### config.mk
export PLATFORM = sky130hd
export DESIGN_NAME = sfsr_ctrl
export DESIGN_NICKNAME = d
export VERILOG_FILES = /design/src/rtl/sfsr_pkg.sv /design/src/rtl/sfsr_wel.sv /design/src/rtl/sfsr_prot_regs.sv /design/src/rtl/sfsr_range_dec.sv /design/src/rtl/sfsr_ctrl.sv
export SDC_FILE = /design/constraint.sdc
export NUM_CORES = 1
export LEC_CHECK = 0
export ABC_AREA = 0
export BUFFER_PORTS_ARGS = -buffer_cell sky130_fd_sc_hd__buf_4
export CAP_MARGIN = 5
export CELL_PAD_IN_SITES_DETAIL_PLACEMENT = 1
export CELL_PAD_IN_SITES_GLOBAL_PLACEMENT = 1
export CORE_UTILIZATION = 26
export DETAILED_ROUTE_END_ITERATION = 12
export PLACE_DENSITY = 0.74
export REMOVE_ABC_BUFFERS = 1
export SLEW_MARGIN = 20
export SYNTH_ARGS = -nofsm -noshare
export SYNTH_HDL_FRONTEND = slang
export SYNTH_SLANG_ARGS = --single-unit
### constraint.sdc
create_clock -name clk -period 1.81 [get_ports clk]
set_clock_uncertainty 0.1 [all_clocks]
set_input_delay 0.362 -clock clk [delete_from_list [all_inputs] [get_ports clk]]
set_output_delay 0.362 -clock clk [all_outputs]
set_load 0.02 [all_outputs]
### src/rtl/sfsr_pkg.sv
package sfsr_pkg;
   localparam int SR_W      = 8;
   localparam int LVL_W     = 3;
   localparam int B_BUSY    = 0;
   localparam int B_WEL     = 1;
   localparam int B_LVL_LO  = 2;
   localparam int B_ANCHOR  = 5;
   localparam int B_LOCK    = 7;

   typedef struct packed {
      logic             lock;
      logic             anchor;
      logic [LVL_W-1:0] lvl;
   } prot_t;
endpackage

### src/rtl/sfsr_wel.sv
module sfsr_wel (
   input  logic clk,
   input  logic por_n,
   input  logic busy,
   input  logic set_req,
   input  logic clr_req,
   output logic wel
);
   always_ff @(posedge clk or negedge por_n) begin
      if (!por_n)
         wel <= 1'b0;
      else if (clr_req)
         wel <= 1'b0;
      else if (set_req && !busy)
         wel <= 1'b1;
   end
endmodule

### src/rtl/sfsr_prot_regs.sv
module sfsr_prot_regs
   import sfsr_pkg::*;
#(
   parameter logic [LVL_W-1:0] POR_LVL = '1,
   parameter bit               HAS_ANCHOR = 1'b1
) (
   input  logic            clk,
   input  logic            por_n,
   input  logic            wr_ok,
   input  logic            wp_n,
   input  logic [SR_W-1:0] wr_data,
   output prot_t           prot
);
   logic fields_open;
   logic anchor_in;

   assign fields_open = wr_ok && !prot.lock && wp_n;

   generate
      if (HAS_ANCHOR) begin : g_anchor
         assign anchor_in = wr_data[B_ANCHOR];
      end else begin : g_no_anchor
         assign anchor_in = 1'b0;
      end
   endgenerate

   always_ff @(posedge clk or negedge por_n) begin
      if (!por_n) begin
         prot.lock   <= 1'b0;
         prot.anchor <= 1'b0;
         prot.lvl    <= POR_LVL;
      end else begin
         if (fields_open) begin
            prot.lvl    <= wr_data[B_LVL_LO +: LVL_W];
            prot.anchor <= anchor_in;
         end
         if (wr_ok)
            prot.lock <= wr_data[B_LOCK];
      end
   end
endmodule

### src/rtl/sfsr_range_dec.sv
module sfsr_range_dec
   import sfsr_pkg::*;
#(
   parameter int ADDR_W     = 19,
   parameter bit HAS_ANCHOR = 1'b1
) (
   input  logic [ADDR_W-1:0] addr,
   input  logic [LVL_W-1:0]  lvl,
   input  logic              anchor,
   output logic              hit
);
   localparam int LVL_MAX = (1 << LVL_W) - 1;

   logic [LVL_MAX:0] lvl_hit;

   generate
      if (ADDR_W < LVL_MAX) begin : g_bad_width
         $error("sfsr_range_dec: ADDR_W too small for the level count");
      end

      assign lvl_hit[0]       = 1'b0;
      assign lvl_hit[LVL_MAX] = 1'b1;

      for (genvar k = 1; k < LVL_MAX; k++) begin : g_lvl
         localparam int NB = LVL_MAX - k;
         logic top_m;
         logic bot_m;
         assign top_m = &addr[ADDR_W-1 -: NB];
         assign bot_m = ~|addr[ADDR_W-1 -: NB];
         if (HAS_ANCHOR) begin : g_sel
            assign lvl_hit[k] = anchor ? bot_m : top_m;
         end else begin : g_top
            assign lvl_hit[k] = top_m;
         end
      end
   endgenerate

   assign hit = lvl_hit[lvl];
endmodule

### src/rtl/sfsr_ctrl.sv
module sfsr_ctrl
   import sfsr_pkg::*;
#(
   parameter int               ADDR_W     = 19,
   parameter logic [LVL_W-1:0] POR_LVL    = '1,
   parameter bit               HAS_ANCHOR = 1'b1
) (
   input  logic              clk,
   input  logic              por_n,
   input  logic              cmd_wren,
   input  logic              cmd_wrdi,
   input  logic              cmd_wrsr,
   input  logic [SR_W-1:0]   wrsr_data,
   input  logic              cmd_rdsr,
   input  logic              cmd_pe,
   input  logic              done_prog,
   input  logic              done_erase,
   input  logic              busy_in,
   input  logic              wp_n,
   input  logic [ADDR_W-1:0] chk_addr,
   output logic [SR_W-1:0]   status_q,
   output logic [SR_W-1:0]   rd_data,
   output logic              rd_valid,
   output logic              wel_o,
   output logic              pe_grant,
   output logic              addr_prot
);
   prot_t prot;
   logic  wel;
   logic  wrsr_ok;
   logic  wel_clr;

   assign wrsr_ok = cmd_wrsr && !busy_in && wel;
   assign wel_clr = done_prog || done_erase || (cmd_wrdi && !busy_in) || wrsr_ok;

   sfsr_wel u_wel (
      .clk     (clk),
      .por_n   (por_n),
      .busy    (busy_in),
      .set_req (cmd_wren),
      .clr_req (wel_clr),
      .wel     (wel)
   );

   sfsr_prot_regs #(
      .POR_LVL    (POR_LVL),
      .HAS_ANCHOR (HAS_ANCHOR)
   ) u_prot (
      .clk     (clk),
      .por_n   (por_n),
      .wr_ok   (wrsr_ok),
      .wp_n    (wp_n),
      .wr_data (wrsr_data),
      .prot    (prot)
   );

   sfsr_range_dec #(
      .ADDR_W     (ADDR_W),
      .HAS_ANCHOR (HAS_ANCHOR)
   ) u_dec (
      .addr   (chk_addr),
      .lvl    (prot.lvl),
      .anchor (prot.anchor),
      .hit    (addr_prot)
   );

   always_comb begin
      status_q                      = '0;
      status_q[B_BUSY]              = busy_in;
      status_q[B_WEL]               = wel;
      status_q[B_LVL_LO +: LVL_W]   = prot.lvl;
      status_q[B_ANCHOR]            = prot.anchor;
      status_q[B_LOCK]              = prot.lock;
   end

   always_ff @(posedge clk or negedge por_n) begin
      if (!por_n) begin
         rd_valid <= 1'b0;
         rd_data  <= '0;
      end else begin
         rd_valid <= cmd_rdsr;
         if (cmd_rdsr)
            rd_data <= status_q;
      end
   end

   assign wel_o    = wel;
   assign pe_grant = cmd_pe && wel && !busy_in;
endmodule

Word-level counts from Yosys, hierarchy flattened
Index checks and enable logic that the tools add are counted.

Output and inout bits: 20. Flip-flop bits (word level): 14. Word-level logic and storage cells: 47. Input port bits: 38.

Multiplexer cells: 10. Reduce and logical (&&, ||, !) cells: 30. $lt $le $gt $ge: 1.

Operators by type and width (count): $mux W1 (9); $logic_and A1 B1 Y1 (8); $logic_not A1 Y1 (8); $reduce_and A6 Y1 (1); $reduce_or A6 Y1 (1); $reduce_and A5 Y1 (1); $reduce_or A5 Y1 (1); $lt A3 B4 Y1 const B (1); $reduce_and A4 Y1 (1); $reduce_or A4 Y1 (1); $bmux W1 S3 (1); $logic_or A1 B1 Y1 (3); $reduce_and A3 Y1 (1); $reduce_or A3 Y1 (1); $reduce_and A2 Y1 (1); $reduce_bool A2 Y1 (1); $reduce_or A2 Y1 (1).

Longest topological paths before layout
Gate-level depths: netlist of the first run.

Word-level depth: 5. Gate-level depth with buffers: 5. Gate-level depth less buffers: 4.

Modules after synthesis
A second synthesis of the first run with hierarchy kept.

Cells, all modules: 62. Area total of the unflattened synthesis: 767.0 µm².

Modules (own cells, without submodules): sfsr_ctrl (cells each 26, area an instance 381.6 µm², sequential area each 200.2 µm², instances 1); sfsr_prot_regs (cells each 11, area an instance 220.2 µm², sequential area each 128.9 µm², instances 1); sfsr_range_dec (cells each 21, area an instance 121.4 µm², sequential area each 0.0 µm², instances 1); sfsr_wel (cells each 4, area an instance 43.8 µm², sequential area each 25.0 µm², instances 1).

Least setup slack after synthesis of the first run
Ideal clock, no wire load.

Path kind: register to output. Start: register, netlist name u_prot.prot[1]. End: output port addr_prot. Required time: 1.348 ns. Path buffers: 1. Slack: -0.089 ns. Cell stages (with the launch flop): 5. Arrival time: 1.437 ns. Cells stage by stage: dfstp_2 -> clkbuf_1 -> a21oi_1 -> o311ai_0 -> o32a_1.

Cells in the longest elaborated chain, start to end: 2.

Ends and longest elaborated chain: $bmux W1 S3 (RTL line sfsr_range_dec.sv:38) `assign hit = lvl_hit[lvl];`; $mux W1 (implied by the code) (RTL line sfsr_range_dec.sv:38); end, declared (RTL line sfsr_ctrl.sv:26) `output logic addr_prot`.

No other way between the ends. The select of a mux whose other input is x is not followed.

Worst setup path in the final report of the first run
Start: register, netlist name u_prot.prot[3]. End: output port addr_prot.

Cells in the longest elaborated chain, start to end: 3. Elaborated cells on any way between the ends: 8. Classes of those cells: mux (8).

Ends and longest elaborated chain: $mux W1 (RTL line sfsr_range_dec.sv:31) `assign lvl_hit[k] = anchor ? bot_m : top_m;`; $bmux W1 S3 * (RTL line sfsr_range_dec.sv:38); $mux W1 (implied by the code) * (RTL line sfsr_range_dec.sv:38).

Every way passes the cells marked *; elsewhere a longest branch is shown, timed or not. The select of a mux whose other input is x is not followed.

==> results of run 1 <==
cell families after synthesis:
group           synth area share
flops                      0.490
mux                        0.172
simple gates               0.127
compound gates             0.128
other cells              0.00519
buf+inv                   0.0780
state kept, by name, indices dropped and copies added, names as in the netlist:
name,count
u_wel.wel,1
rd_data,7
u_prot.prot,5
rd_valid,1
critical path, stage by stage (launching register included):
cell and delay [ps]:
dfrtp_1 390, buf_4 150, nand4b_1 210, nor2_1 140, a2bb2oi_1 170, o32a_1 170, buf_6 120
cell type report:
class | instances | area (um2) | area share
Timing Repair Buffer | 47 | 363 | 0.322
Sequential cell | 14 | 354 | 0.314
Multi-Input combinational cell | 39 | 325 | 0.289
Tap cell | 30 | 37.5 | 0.0333
Clock buffer | 4 | 36.3 | 0.0322
Inverter | 3 | 11.3 | 0.00999
cell usage after synthesis:
master / n
or4_4: 1
a211oi_2: 1
nor3b_2: 1
a2bb2oi_1: 1
nand4b_1: 1
nor2b_1: 1
nor3_1: 1
o21ai_0: 1
mux2_2: 11
nand3b_1: 1
dfstp_2: 3
nor2_1: 1
nor4b_1: 1
o21bai_1: 2
conb_1: 1
o311ai_0: 1
inv_2: 1
o32a_1: 1
a21o_1: 1
dfrtp_1: 11
buf_4: 5
nor3b_1: 1
nand2_1: 3
a21oi_1: 5
clkbuf_1: 2
and3b_1: 1
inv_1: 2
what timing repair did:
item / in CTS / in global routing
resized for setup: 1 / 3
setup buffers: 2 / 2
hold buffers: 1 / 0
endpoints found under the setup margin: 1 / 1
hold endpoints to repair: 11 / 0
pin swaps: 1 / 3
cloned: 0 / 0
layer usage:
layer  vias up  GRT usage
met5         -          0
met1       316      0.139
met2        34      0.265
li1        305          -
met4         0     0.0513
met3         0     0.0306
report_power, final:
part / internal [mW] / total [mW] / leakage [nW] / switching [mW]
registers: 0.351 / 0.380 / 0.169 / 0.0296
clock network: 0.122 / 0.214 / 0.0210 / 0.0923
logic: 0.135 / 0.250 / 0.366 / 0.116
path summary, 6_finish.rpt:
check,cells past startpoint,end,startpoint
setup / recovery,6,addr_prot,u_prot.prot[3]
setup reg to reg,3,u_prot.prot[0],u_wel.wel
min in group asynchronous,2,rd_data[7],por_n
hold / removal,2,u_wel.wel,done_prog
max in group asynchronous,2,u_prot.prot[0],por_n
hold reg to reg,1,rd_data[4],rd_data[4]
cells in the final DEF, fill, tap and decap left out, drive strengths merged, types with 2 or more instances in the layout:
master / Yosys / final
a21oi: 5 / 5
buf: 5 / 46
clkbuf: 2 / 4
conb: 1 / 2
dfrtp: 11 / 11
dfstp: 3 / 3
inv: 3 / 3
mux2: 11 / 11
nand2: 3 / 3
nor3b: 2 / 2
o21bai: 2 / 2
==> results.tsv, run 1 <==
stage	metric	value	unit
route	wl_met2	1040	um
floorplan	die_w	54.7	um
critical_path	path_max_fanout	4	
hold_path	hold_path_class	in -> reg	
route	drt-met1-wl	751	um
grt	grt_first_pass_wirelength	2810	um
finish	nFillCells	311	
timing	hold_viol	0	
finish	final_cells	137	
clock_network	cts_buffer_depth	2	
finish	drive_gt1_frac	0.654	
finish	postLayoutCoreUtil	0.443	
synthesis	post-synth-top-area-fraction	0.381	
route	drc	0	
floorplan	rows	18	
grt	grt_pass1_vias	661	
route	met3WireLength	189	um
clock_network	root_buffer	clkbuf_4	
clock_network	cts_tree	done	
pwr	max-vdd-ir-drop	0.448	mV
route	drt_iter0_drc	7	
synthesis	synth-seq-cells	14	
outcome	violations	setup timing	
floorplan	die_area	2990	um2
timing	setup_viol	1	
synthesis	avgSynthCellArea	11.6	um2
critical_path	crit_arrival	1620	ps
critical_path	cp_data_required_time	1350	ps
clock_network	htreeDepth	1	
timing	fmax	479	MHz
route	routed_wl	1980	um
outcome	status	finished, violations left	
clock_network	clk_latency	270	ps
floorplan	core	2540	um2
timing	drv_slew	0	
critical_path	crit_path_start_kind	register	
finish	final_nets	146	
clock_network	cts_inserted_buffers	3	
synthesis	yosys.area.top_type	dfrtp_1	
timing	min_period	2090	ps
placement	port_buffers	39	
timing	tns	-276	ps
route	drtAntennaViolNets	0	
timing	rsz0062_at_grt	yes	
pwr	leakage	0.556	nW
placement	place.gp.congestion	0.760	
clock_network	path_clk_slew	80	ps
pwr	power	0.845	mW
floorplan	die_y	54.7	um
grt	grt_antenna_before_repair	0	
placement	dp.cells	128	
timing	setup_ws	-276	ps
route	via_per_inst	4.78	
finish	num_antenna_cells	0	
synthesis	synth_area	722	um2
grt	grt_overflow	0	
synthesis	yosysSeqAreaShare	0.490	
synthesis	synth_cell_type_count	27	
route	wl_per_cell	14.5	um
floorplan	ios	58	
synthesis	yosys_warnings	0	
route	firstDrtPassIters	4	
grt	grt_max_degree	15	
synthesis	syn_inst	62	
job	max-cap-violations	0	
critical_path	cp-end-kind	primary output	
timing	whs	138	ps
finish	synthToLayoutAreaGrowth	56.2	%
placement	place_ws	-198	ps
synthesis	synth_area_leaders	dfrtp_1 38%, mux2_2 17%, dfstp_2 11%	
clock_network	clock_sinks	14	
grt	globalRouteTotalUtil	0.137	
route	top_layer	met3	
floorplan	initial_core_util	0.284	
timing	fin_crit_sh	1.15	
pwr	p_per_area	749	nW/um2
critical_path	rrSetupSlack	220	ps
finish	fin_area	1130	um2
critical_path	critPathKind	reg -> out	
placement	place_area	1030	um2
route	vias	655	
(Power assumes the default switching activity.)
==> run 2, diff against run 1 <==
--- a/config.mk
+++ b/config.mk
@@ -7,12 +7,11 @@
 export LEC_CHECK = 0
 export ABC_AREA = 0
 export BUFFER_PORTS_ARGS = -buffer_cell sky130_fd_sc_hd__buf_4
-export CAP_MARGIN = 5
 export CELL_PAD_IN_SITES_DETAIL_PLACEMENT = 1
 export CELL_PAD_IN_SITES_GLOBAL_PLACEMENT = 1
 export CORE_UTILIZATION = 26
 export DETAILED_ROUTE_END_ITERATION = 12
-export PLACE_DENSITY = 0.74
+export PLACE_DENSITY = 0.78
 export REMOVE_ABC_BUFFERS = 1
 export SLEW_MARGIN = 20
 export SYNTH_ARGS = -nofsm -noshare
==> constraint.sdc (replaced) <==
create_clock -name clk -period 1.81 [get_ports clk]
set_clock_uncertainty 0.1 [all_clocks]
set_input_delay 0.181 -clock clk [delete_from_list [all_inputs] [get_ports clk]]
set_output_delay 0.181 -clock clk [all_outputs]
set_load 0.02 [all_outputs]
==> results.tsv, run 2 (same netlist as run 1, synthesis figures left out) <==
stage	metric	value	unit
outcome	status	finished, violations left	
outcome	violations	setup timing	
clock_network	htreeDepth	1	
hold_path	worstHoldStart	cmd_rdsr	
finish	synthToLayoutAreaGrowth	52.9	%
critical_path	reg2reg_from	u_wel.wel	
floorplan	core	2540	um2
floorplan	initial_core_util	0.284	
hold_path	hold_end	rd_valid	
finish	final_cell_mix	41 x buf_4, 11 x mux2_2, 11 x dfrtp_1	
critical_path	cp-end-kind	primary output	
placement	port_buffers	39	
hold_path	worstHoldPathCells	1	
finish	top_register	rd_data	
clock_network	cts_tree	done	
pwr	p_sw_frac	0.282	
timing	hold_viol	0	
grt	grt_antenna_before_repair	0	
finish	final_nets	144	
pwr	intPower	0.598	mW
floorplan	die_y	54.7	um
clock_network	path_clk_slew	80	ps
finish	nFillCells	299	
job	max-cap-violations	0	
grt	grt_first_pass_wirelength	2920	um
pwr	leakage	0.544	nW
route	via_per_inst	4.83	
timing	drv_slew	0	
placement	place.gp.congestion	0.719	
pwr	p_clk_frac	0.257	
placement	place_area	1010	um2
pwr	power_switching	0.234	mW
timing	tns	-97.9	ps
finish	largest_reg_flops	7	
hold_path	hold_path_class	in -> reg	
clock_network	cts_buffer_depth	2	
pwr	p_per_area	754	nW/um2
pwr	power	0.832	mW
critical_path	rrSetupSlack	110	ps
grt	grt_overflow	0	
finish	fin_area	1100	um2
timing	setup_ws	-97.9	ps
route	routed_wl	1890	um
grt	globalRouteTotalUtil	0.142	
timing	rsz0062_at_grt	yes	
grt	grt_max_degree	15	
route	wl_per_cell	14.0	um
floorplan	ios	58	
grt	grt_pass1_vias	662	
route	drt_iter0_drc	4	
floorplan	die_area	2990	um2
pwr	max-vdd-ir-drop	0.376	mV
timing	fmax	524	MHz
timing	setup_viol	1	
route	firstDrtPassIters	4	
pwr	power_frac_seq	0.458	
timing	fin_crit_sh	1.05	
finish	layout_commonest_cell	buf_4	
critical_path	crit_arrival	1630	ps
floorplan	rows	18	
critical_path	reg2reg_to	u_wel.wel	
pwr	power_frac_comb	0.284	
finish	num_antenna_cells	0	
route	drc	0	
placement	place_ws	108	ps
clock_network	root_buffer	clkbuf_4	
clock_network	clock_sinks	14	
placement	dp_hpwl	1500	um
clock_network	cts_inserted_buffers	3	
clock_network	clk_latency	270	ps
floorplan	die_w	54.7	um
timing	min_period	1910	ps
finish	reg_top3	rd_data: 7 flops, u_prot.prot: 5 flops	
route	drtAntennaViolNets	0	
critical_path	crit_path_start_kind	register	
critical_path	reg2reg_depth	4	
placement	dp.cells	125	
critical_path	path_max_fanout	6	
critical_path	critPathKind	reg -> out	
critical_path	cp_data_required_time	1530	ps
finish	drive_gt1_frac	0.610	
finish	final_cells	135	
route	vias	652	
[run 2: cell types whose count changed in the layout (fill, tap and decap cells not counted), sizes merged]
cell,before,now
dlygate4sd3,1,3
buf,46,42
[run 2: metal layers]
| metal | GRT usage | part of all wire | routed length [um] | up-vias |
|---|---|---|---|---|
| met1 | 0.162 | 0.39 | 743 | 316 |
| met5 | 0 | 0 | 0 | - |
| met2 | 0.265 | 0.53 | 994 | 33 |
| li1 | - | - | - | 301 |
| met3 | 0.0167 | 0.075 | 142 | 2 |
| met4 | 0.0513 | 0.0063 | 12 | 0 |
[run 2: worst max-delay path by stage]
stage               slack [ps]         to           start  depth (start not counted)
CTS                       -130  addr_prot  u_prot.prot[3]                          5
finish                    -100  addr_prot  u_prot.prot[0]                          5
global placement           160  addr_prot  u_prot.prot[3]                          5
detailed placement         110  addr_prot  u_prot.prot[3]                          5
global route              -190  addr_prot  u_prot.prot[3]                          6
floorplan                  120  addr_prot  u_prot.prot[3]                          4
[run 2: layout make-up]
| cell class | count | area [um2] | share of cell area |
|---|---|---|---|
| Tap cell | 30 | 37.5 | 0.0340 |
| Inverter | 3 | 11.3 | 0.0102 |
| Clock buffer | 4 | 36.3 | 0.0329 |
| Sequential cell | 14 | 354 | 0.321 |
| Timing Repair Buffer | 45 | 349 | 0.316 |
| Multi-Input combinational cell | 39 | 315 | 0.286 |
[run 2: power groups by stage]
stage | sequential, mW | clock, mW | combinational [mW]
final | 0.382 | 0.214 | 0.237
after detailed placement | 0.392 | 0 | 0.217
after global placement | 0.390 | 0 | 0.211
after floorplan | 0.425 | 0 | 0.0589
after CTS | 0.383 | 0.221 | 0.239
after global routing | 0.387 | 0.234 | 0.257
[run 2: through the flow]
step	hold WS [ps]	utilization
global route	14.2	0.434
floorplan	-215	-
finish	7.45	0.434
detailed placement	-62.2	0.397
CTS	4.42	0.432
global placement	-65.9	0.397
[run 2: critical path, stage by stage (launching register included)]
cell and delay, ps:
dfstp_2 590, buf_4 140, nand2_1 70, a211oi_2 230, o32a_1 210, buf_6 120
[run 2: timing repair]
action	CTS	global route
endpoints found under the hold margin	15	0
endpoints found under the setup margin	1	1
buffers inserted	3	0
pin swaps	1	2
resized for setup	1	1
hold buffers	3	0
==> run 3, diff against run 2 <==
--- a/config.mk
+++ b/config.mk
@@ -9,9 +9,9 @@
 export BUFFER_PORTS_ARGS = -buffer_cell sky130_fd_sc_hd__buf_4
 export CELL_PAD_IN_SITES_DETAIL_PLACEMENT = 1
 export CELL_PAD_IN_SITES_GLOBAL_PLACEMENT = 1
-export CORE_UTILIZATION = 26
+export CORE_UTILIZATION = 28
 export DETAILED_ROUTE_END_ITERATION = 12
-export PLACE_DENSITY = 0.78
+export PLACE_DENSITY = 0.83
 export REMOVE_ABC_BUFFERS = 1
 export SLEW_MARGIN = 20
 export SYNTH_ARGS = -nofsm -noshare
==> constraint.sdc (replaced) <==
create_clock -name clk -period 2.4 [get_ports clk]
set_clock_uncertainty 0.1 [all_clocks]
set_input_delay 0.24 -clock clk [delete_from_list [all_inputs] [get_ports clk]]
set_output_delay 0.24 -clock clk [all_outputs]
set_load 0.02 [all_outputs]
==> results.tsv, run 3 (same netlist as run 1, synthesis figures left out) <==
stage	metric	value	unit
critical_path	critPathKind	reg -> out	
critical_path	path_max_fanout	5	
finish	top_register	rd_data	
pwr	p_per_area	582	nW/um2
timing	rsz0062_at_grt	no	
clock_network	cts_tree	done	
placement	dp.cells	125	
floorplan	ios	58	
placement	dp_hpwl	1400	um
route	firstDrtPassIters	3	
timing	fmax	487	MHz
critical_path	cp-end-kind	primary output	
clock_network	path_clk_slew	90	ps
pwr	max-vdd-ir-drop	0.346	mV
job	max-cap-violations	0	
floorplan	core	2450	um2
clock_network	clock_sinks	14	
placement	place.gp.congestion	0.708	
grt	globalRouteTotalUtil	0.156	
floorplan	die_area	2790	um2
finish	postLayoutCoreUtil	0.439	
timing	drv_slew	0	
finish	layout_commonest_cell	buf_4	
finish	num_antenna_cells	0	
pwr	p_clk_frac	0.272	
floorplan	die_w	52.8	um
finish	final_cell_mix	39 x buf_4, 11 x mux2_2, 11 x dfrtp_1	
timing	whs	52.2	ps
finish	synthToLayoutAreaGrowth	49.2	%
finish	reg_top3	rd_data: 7 flops, u_prot.prot: 5 flops	
route	routed_wl	1960	um
finish	final_cells	132	
clock_network	cts_inserted_buffers	3	
timing	min_period	2050	ps
pwr	leakage	0.528	nW
timing	setup_viol	0	
pwr	p_sw_frac	0.292	
placement	port_buffers	39	
pwr	intPower	0.444	mW
route	wl_per_cell	14.9	um
critical_path	crit_path_start_kind	register	
outcome	status	complete, no violations	
finish	largest_reg_flops	7	
timing	setup_ws	347	ps
clock_network	clk_latency	280	ps
grt	grt_pass1_vias	671	
grt	grt_antenna_before_repair	0	
pwr	power_frac_seq	0.461	
finish	drive_gt1_frac	0.598	
route	drtAntennaViolNets	0	
floorplan	rows	18	
route	drt_iter0_drc	1	
pwr	power_switching	0.183	mW
route	vias	633	
floorplan	die_y	52.8	um
clock_network	cts_buffer_depth	2	
hold_path	hold_path_class	in -> reg	
clock_network	htreeDepth	1	
grt	grt_max_degree	15	
finish	final_nets	141	
grt	grt_overflow	0	
placement	place_ws	637	ps
pwr	power_frac_comb	0.266	
grt	grt_first_pass_wirelength	3060	um
timing	fin_crit_sh	0.856	
finish	nFillCells	279	
timing	hold_viol	0	
route	drc	0	
floorplan	initial_core_util	0.294	
clock_network	cts_setup_buffers	0	
clock_network	root_buffer	clkbuf_4	
critical_path	crit_arrival	1710	ps
route	via_per_inst	4.80	
critical_path	cp_data_required_time	2060	ps
timing	tns	0	ps
-- run 3: layer usage --
metal	vias up	track usage	routed length (um)
met3	5	0.0377	163
met5	-	0	0
met4	0	0.0921	40
li1	300	-	-
met1	296	0.164	776
met2	32	0.276	981
-- run 3: final cells by class --
| cell class | instances | area [um2] | area share |
|---|---|---|---|
| timing repair buffer | 42 | 323 | 0.300 |
| clock buffer | 4 | 36.3 | 0.0337 |
| multi-input combinational | 39 | 315 | 0.293 |
| tap | 30 | 37.5 | 0.0348 |
| sequential | 14 | 354 | 0.329 |
| inverter | 3 | 11.3 | 0.0105 |
-- run 3: power groups by stage --
stage | clock network [mW] | logic [mW] | registers [mW]
6_report | 0.171 | 0.167 | 0.289
3_5_place_dp | 0 | 0.164 | 0.294
2_1_floorplan | 0 | 0.0444 | 0.321
5_1_grt | 0.183 | 0.180 | 0.294
4_1_cts | 0.175 | 0.168 | 0.290
3_3_place_gp | 0 | 0.159 | 0.293
-- run 3: critical path, cell delays in order, from the launching register on --
cell	delay (ps)
dfrtp_1	420
inv_2	60
or4_4	430
a211oi_2	210
o32a_1	170
buf_4	140
-- run 3: timing repair --
| action | 4_1_cts | 5_1_grt |
|---|---|---|
| endpoints found under the hold margin | 15 | 0 |
| hold buffers | 3 | 0 |
| gates resized for setup | 0 | 0 |
-- run 3: stage by stage --
step / power [mW] / cell area [um2]
after global placement: 0.452 / 1010
after detailed placement: 0.458 / 1010
after floorplan: 0.365 / 681
final: 0.627 / 1080
after global routing: 0.657 / 1080
after CTS: 0.633 / 1080
-- run 3: path summary, 6_finish.rpt --
path,from,endpoint,slack (ps),cells past startpoint
max,u_prot.prot[3],addr_prot,350,5
min,cmd_rdsr,rd_valid,50,1
max reg2reg,u_wel.wel,u_wel.wel,490,4
min reg2reg,rd_data[3],rd_data[3],420,1
max in group asynchronous,por_n,u_prot.prot[0],1720,2
min in group asynchronous,por_n,rd_data[7],240,2
